File: src/rtl/clean_tmr_pkg.sv
package clean_tmr_pkg;

    typedef enum logic {PH_SET, PH_RUN} phase_e;

    typedef logic [3:0] bcd_t;
    typedef bcd_t [2:0] bcd3_t;   // [2] hundreds, [1] tens, [0] ones

    function automatic bcd3_t bcd3_inc(bcd3_t v);
        bcd3_t r;
        logic  c;
        r = v;
        c = 1'b1;
        for (int i = 0; i < 3; i++) begin
            if (c) begin
                if (r[i] == 4'd9) begin
                    r[i] = 4'd0;
                end else begin
                    r[i] = r[i] + 4'd1;
                    c    = 1'b0;
                end
            end
        end
        return r;
    endfunction

    function automatic bcd3_t bcd3_dec(bcd3_t v);
        bcd3_t r;
        logic  b;
        r = v;
        b = 1'b1;
        for (int i = 0; i < 3; i++) begin
            if (b) begin
                if (r[i] == 4'd0) begin
                    r[i] = 4'd9;
                end else begin
                    r[i] = r[i] - 4'd1;
                    b    = 1'b0;
                end
            end
        end
        return r;
    endfunction

    // active-high segments, {g,f,e,d,c,b,a}
    function automatic logic [6:0] seg_of(bcd_t d);
        logic [6:0] s;
        case (d)
            4'd0:    s = 7'h3F;
            4'd1:    s = 7'h06;
            4'd2:    s = 7'h5B;
            4'd3:    s = 7'h4F;
            4'd4:    s = 7'h66;
            4'd5:    s = 7'h6D;
            4'd6:    s = 7'h7D;
            4'd7:    s = 7'h07;
            4'd8:    s = 7'h7F;
            4'd9:    s = 7'h6F;
            default: s = 7'h00;
        endcase
        return s;
    endfunction

endpackage

File: src/rtl/btn_press.sv
module btn_press #(
    parameter int DEB_CYCLES = 320000
) (
    input  logic clk,
    input  logic rst_n,
    input  logic raw,
    output logic press
);
    localparam int DW = $clog2(DEB_CYCLES + 1);
    localparam logic [DW-1:0] DLAST = DW'(DEB_CYCLES - 1);

    typedef struct packed {
        logic          s1;
        logic          s2;
        logic          stable;
        logic [DW-1:0] cnt;
        logic          press;
    } st_t;

    st_t q, d;

    always_comb begin
        d       = q;
        d.s1    = raw;
        d.s2    = q.s1;
        d.press = 1'b0;
        if (q.s2 != q.stable) begin
            if (q.cnt == DLAST) begin
                d.stable = q.s2;
                d.cnt    = '0;
                d.press  = q.s2;
            end else begin
                d.cnt = q.cnt + 1'b1;
            end
        end else begin
            d.cnt = '0;
        end
    end

    always_ff @(posedge clk or negedge rst_n) begin
        if (!rst_n) q <= '0;
        else        q <= d;
    end

    assign press = q.press;

    // a held button yields one pulse only
    p_press_single_r2: assert property (@(posedge clk) disable iff (!rst_n)
        q.press |=> !q.press);

    p_press_needs_level_r2: assert property (@(posedge clk) disable iff (!rst_n)
        q.press |-> q.stable);

endmodule

File: src/rtl/seg7_enc.sv
module seg7_enc
    import clean_tmr_pkg::*;
(
    input  bcd_t       digit,
    output logic [6:0] seg
);
    assign seg = seg_of(digit);
endmodule

File: src/rtl/clean_timer.sv
module clean_timer
    import clean_tmr_pkg::*;
#(
    parameter int CLK_HZ      = 16000000,
    parameter int DEB_CYCLES  = CLK_HZ / 50,
    parameter int TICK_CYCLES = CLK_HZ * 60
) (
    input  logic       clk,
    input  logic       rst_n,
    input  logic       btn_ok,
    input  logic       btn_init,
    input  logic       btn_up,
    input  logic       btn_dn,
    output logic [6:0] seg_hund,
    output logic [6:0] seg_tens,
    output logic [6:0] seg_ones,
    output logic       running,
    output logic       done
);
    localparam int NBTN = 4;
    localparam int TW   = $clog2(TICK_CYCLES);
    localparam logic [TW-1:0] TLAST = TW'(TICK_CYCLES - 1);

    typedef struct packed {
        phase_e        ph;
        bcd3_t         setv;
        bcd3_t         cnt;
        logic [TW-1:0] presc;
        logic          done;
    } st_t;

    st_t q, d;

    logic [NBTN-1:0] raw_v, prs;
    assign raw_v = {btn_dn, btn_up, btn_init, btn_ok};

    for (genvar g = 0; g < NBTN; g++) begin : g_btn
        btn_press #(.DEB_CYCLES(DEB_CYCLES)) u_btn (
            .clk  (clk),
            .rst_n(rst_n),
            .raw  (raw_v[g]),
            .press(prs[g])
        );
    end

    logic  p_ok, p_init, p_up, p_dn;
    bcd3_t next_cnt;
    assign {p_dn, p_up, p_init, p_ok} = prs;
    assign next_cnt = bcd3_dec(q.cnt);

    always_comb begin
        d      = q;
        d.done = 1'b0;
        if (p_init) begin
            d.ph    = PH_SET;
            d.setv  = '0;
            d.cnt   = '0;
            d.presc = '0;
        end else begin
            case (q.ph)
                PH_SET: begin
                    if (p_ok) begin
                        if (q.setv != '0) begin
                            d.ph    = PH_RUN;
                            d.cnt   = q.setv;
                            d.presc = '0;
                        end
                    end else if (p_up) begin
                        d.setv = bcd3_inc(q.setv);
                    end else if (p_dn) begin
                        d.setv = bcd3_dec(q.setv);
                    end
                end
                PH_RUN: begin
                    if (q.presc == TLAST) begin
                        d.presc = '0;
                        d.cnt   = next_cnt;
                        if (next_cnt == '0) begin
                            d.ph   = PH_SET;
                            d.done = 1'b1;
                        end
                    end else begin
                        d.presc = q.presc + 1'b1;
                    end
                end
                default: d.ph = PH_SET;
            endcase
        end
    end

    always_ff @(posedge clk or negedge rst_n) begin
        if (!rst_n) q <= '0;
        else        q <= d;
    end

    bcd3_t show;
    assign show    = (q.ph == PH_RUN) ? q.cnt : q.setv;
    assign running = (q.ph == PH_RUN);
    assign done    = q.done;

    logic [2:0][6:0] segs;
    for (genvar g = 0; g < 3; g++) begin : g_seg
        seg7_enc u_seg (.digit(show[g]), .seg(segs[g]));
    end
    assign seg_hund = segs[2];
    assign seg_tens = segs[1];
    assign seg_ones = segs[0];

    p_done_pulse_r8: assert property (@(posedge clk) disable iff (!rst_n)
        q.done |=> !q.done);

    p_done_ends_run_r8: assert property (@(posedge clk) disable iff (!rst_n)
        q.done |-> (q.ph == PH_SET && $past(q.ph) == PH_RUN && q.cnt == '0));

    p_start_nonzero_r6: assert property (@(posedge clk) disable iff (!rst_n)
        (q.ph == PH_RUN && $past(q.ph) == PH_SET) |-> q.cnt != '0);

    p_count_no_rise_r9: assert property (@(posedge clk) disable iff (!rst_n)
        (q.ph == PH_RUN && $past(q.ph) == PH_RUN) |-> (q.cnt <= $past(q.cnt) && $stable(q.setv)));

    p_digits_bcd_r7: assert property (@(posedge clk) disable iff (!rst_n)
        (q.cnt[0] <= 4'd9 && q.cnt[1] <= 4'd9 && q.cnt[2] <= 4'd9));

endmodule

File: config.mk
export PLATFORM = sky130hd
export DESIGN_NAME = clean_timer
export DESIGN_NICKNAME = d
export VERILOG_FILES = /design/src/rtl/clean_tmr_pkg.sv /design/src/rtl/btn_press.sv /design/src/rtl/seg7_enc.sv /design/src/rtl/clean_timer.sv
export SDC_FILE = /design/constraint.sdc
export NUM_CORES = 1
export LEC_CHECK = 0
export BUFFER_PORTS_ARGS = -buffer_cell sky130_fd_sc_hd__buf_2
export CORE_MARGIN = 5
export CORE_UTILIZATION = 40
export DETAILED_ROUTE_END_ITERATION = 6
export GPL_ROUTABILITY_DRIVEN = 0
export GPL_TIMING_DRIVEN = 0
export HOLD_SLACK_MARGIN = 0.05
export SYNTH_ARGS = -nofsm -noshare
export SYNTH_HDL_FRONTEND = slang
export SYNTH_SLANG_ARGS = --single-unit
File: constraint.sdc
create_clock -name clk -period 3.9 [get_ports clk]
set_clock_uncertainty 0.15 [all_clocks]
set_input_delay 1.17 -clock clk [delete_from_list [all_inputs] [get_ports clk]]
set_output_delay 1.17 -clock clk [all_outputs]
set_load 0.01 [all_outputs]
==> summary.md <==
| Metric | Value |
|---|---|
| Synth Warn # | `0` |
| Data required, critical path | `2.58 ns` |
| Avg WL per Cell | `14.4 um` |
| Synth area leader | `dfrtp_1` |
| Tmin final | `3.72 ns` |
| Critical path's largest stage delay | `0.42 ns` |
| Worst slew pin tran | `0.979 ns` |
| Final wirelength | `18300 um` |
| Root buffer cell | `clkbuf_16` |
| Final Hold Viols | `0` |
| Clock sinks | `148` |
| Cells after synthesis | `929` |
| CP Launch Type | `flop` |
| Top Usage Layer GRT | `met2` |
| Max rail drop VDD | `0.247 mV` |
| Drt first pass iters | `5` |
| Vias in the first global route | `6521` |
| Layout Area Growth over Synthesis | `14.5%` |
| Main area contributors after synthesis | `dfrtp_1 44%, nor2_1 6.4%, xnor2_1 5.6%, ha_1 4.7%, xor2_1 4.4%` |
| Final core utilization | `46.3%` |
| Share of layout cells above drive strength 1 | `10.4%` |
| GRT met2 Usage | `24.7%` |
| Min-Delay Path Class | `flop to flop` |
| Latest clock arrival within the worst-skew pair | `0.42 ns` |
| Ys async rst share | `100%` |
| Global-route usage over all layers | `15.9%` |
| CP cell instances | `buf_6 > buf_4 > buf_6 > clkbuf_8 > a21oi_4 > inv_1 > ha_1 > nor2b_1 > o21ai_1 > o21ai_1 > buf_2` |
| Worst path slowest cell | `dfrtp_2` |
| Antenna-violating nets left | `0` |
| Register bit total from synthesis | `148` |
| Row cnt | `53` |
| Die Ht | `155 um` |
| Register area | `3700 um^2` |
| Crit path from | `running` |
| Yosys cell types | `65` |
| Final nets | `1020` |
| Vias | `6681` |
| Io pins | `29` |
| Dpl cells | `1233` |
| Total gr overflow | `0` |
| Post-route insts no fill | `1270` |
| Ys flop type | `dfrtp_1` |
| 1st-iter DRT viols | `440` |
| Fillers | `2041` |
| Place WS | `-0.670 ns` |
| # port buffers | `28` |
| Leak Pwr | `4.08 nW` |
| Die width | `155 um` |
| CTS tree | `done` |
| Sequential share of the synthesized area | `43.9%` |
| Hold_sp | `g_btn[0].u_btn.d[21]` |
| Syn nets | `967` |
| Peak Freq | `0.269 GHz` |
| Kind of cell adding the most delay to the critical path | `buffers and inverters` |
| Top-area cell type share of the netlist area | `43.9%` |
| Reg2reg start | `q[48]` |
| Crit Path Category | `flop to primary output` |
| Final setup margin | `0.185 ns` |
| Global-route wire length before repair | `31900 um` |
| Crit. End Element | `primary output` |
| Met1 Usage GRT | `22.8%` |
| Max-slew violations | `0` |
| Post-DP HPWL | `12700 um` |
| Count leader, synth | `dfrtp_1` |
| Core Footprint | `20900 um^2` |
| Status | `complete, no violations` |
| Num CTS Buffers | `17` |
| Initial antenna violation count | `0` |
| ANT cells | `0` |
| Pwr dens | `337 nW/um^2` |
| WP data arrival | `2.40 ns` |
| Final setup viols | `0` |
| Average cell area after synthesis | `9.09 um^2` |
| Hold_buf cts | `0` |
| CTS H-tree depth | `4` |
| Headroom to the max-slew limit | `34.2%` |
| Fin crit share | `95.3%` |
| Maximum fanout along the worst path | `10` |
| RSZ-0062 raised after global routing | `no` |
| Commonest cells in the netlist | `148 x dfrtp_1, 145 x nor2_1, 71 x nand2_1, 56 x nand3_1, 54 x xnor2_1` |
| Vias/cell | `5.26` |
| Dpl cell area | `8960 um^2` |
| Clock transition at the registers of the reported paths | `0.06 ns` |
| Max_cap viols | `0` |
| Largest net degree at the start of global routing | `80` |
| Post-synth EDFFs | `0` |
| CP bufs+invs | `6` |
| Multi-input gate area | `4530 um^2` |
| Post-Syn Area | `8440 um^2` |
| Initial core utilization | `40.4%` |
| DRC | `0` |
| Full die area | `24100 um^2` |
| Final Cell Area | `9670 um^2` |
| Clock buffer depth | `2` |
| Met3 Track Usage GR | `3.12%` |
[cells by family after synthesis]
logic type               synth area share, %
AND/OR/NAND/NOR                         25.9
AO/OA/AOI/OAI                           11.6
flip-flops                              43.9
XOR/XNOR                                9.96
buffers and inverters                   2.92
adder cells (fa/ha/maj)                 4.74
multiplexers                            1.02
[worst reg2reg max path, stage by stage (launching register included)]
cell      delay (ns)
dfrtp_1         0.47
inv_1           0.13
ha_1            0.23
nor3b_1         0.57
a41o_1          0.33
clkbuf_1        0.44
buf_1           0.47
nor3_1          0.14
xnor2_1         0.16
nor2_1          0.06
[placed cells by master, fill, tap and decap left out, types with 24 or more instances in the layout]
cell type / instances
dfrtp_1: 147
nor2_1: 145
nand2_1: 71
nand3_1: 56
xnor2_1: 54
xor2_1: 42
a21oi_1: 35
buf_2: 32
ha_1: 32
inv_1: 31
o21ai_0: 29
nor3_1: 24
[registers in the layout, summed over array words and instances (netlist names)]
register and flops:
done 1, g_btn.u_btn.d 4, g_btn.u_btn.press 4, g_btn.u_btn.q 84
q 54, running 1
[routing by layer]
metal / vias to the layer above / share of wire (%)
met3: 15 / 3.5
met2: 84 / 45
met5: - / 0
met1: 3216 / 50
li1: 3366 / -
met4: 0 / 1.5
[final timing paths]
kind,endpoint,slack [ns],cells after the start
worst max-delay path,seg_hund[0],0.18,11
worst min-delay path,g_btn[0].u_btn.q[21],0.21,0
worst max register to register,q[14],0.61,9
worst min register to register,g_btn[0].u_btn.q[21],0.21,0
max in group asynchronous,running,2.16,2
min in group asynchronous,g_btn[2].u_btn.q[1],0.61,1
[layout make-up]
cell class	count	area share, %
plain buffers	29	1.57
inverters	33	1.32
multi-input cells	719	46.9
repair buffers	34	2.32
clock inverters	12	1.35
flip-flops and latches	148	38.3
clock buffers	20	4.72
well taps	275	3.56
[repair_timing]
action,4_1_cts,5_1_grt
buffers inserted,5,0
resized for setup,15,17
setup endpoints to repair,20,12
pin swaps,2,2
[report_power, final]
| part | internal (mW) | switching, mW |
|---|---|---|
| clock network | 0.976 | 0.649 |
| logic | 0.0190 | 0.0516 |
| registers | 1.55 | 0.0136 |
[stage by stage]
| step | hold WS, ns | power [mW] | setup TNS, ns |
|---|---|---|---|
| after CTS | 0.206 | 3.31 | 0 |
| after global routing | 0.222 | 3.39 | 0 |
| after detailed placement | 0.193 | 1.67 | -7.55 |
| after global placement | 0.182 | 1.66 | -125.34 |
| final | 0.206 | 3.26 | 0 |
| after floorplan | 0.181 | 1.62 | 0 |
Power figures use the tool's default switching activity.
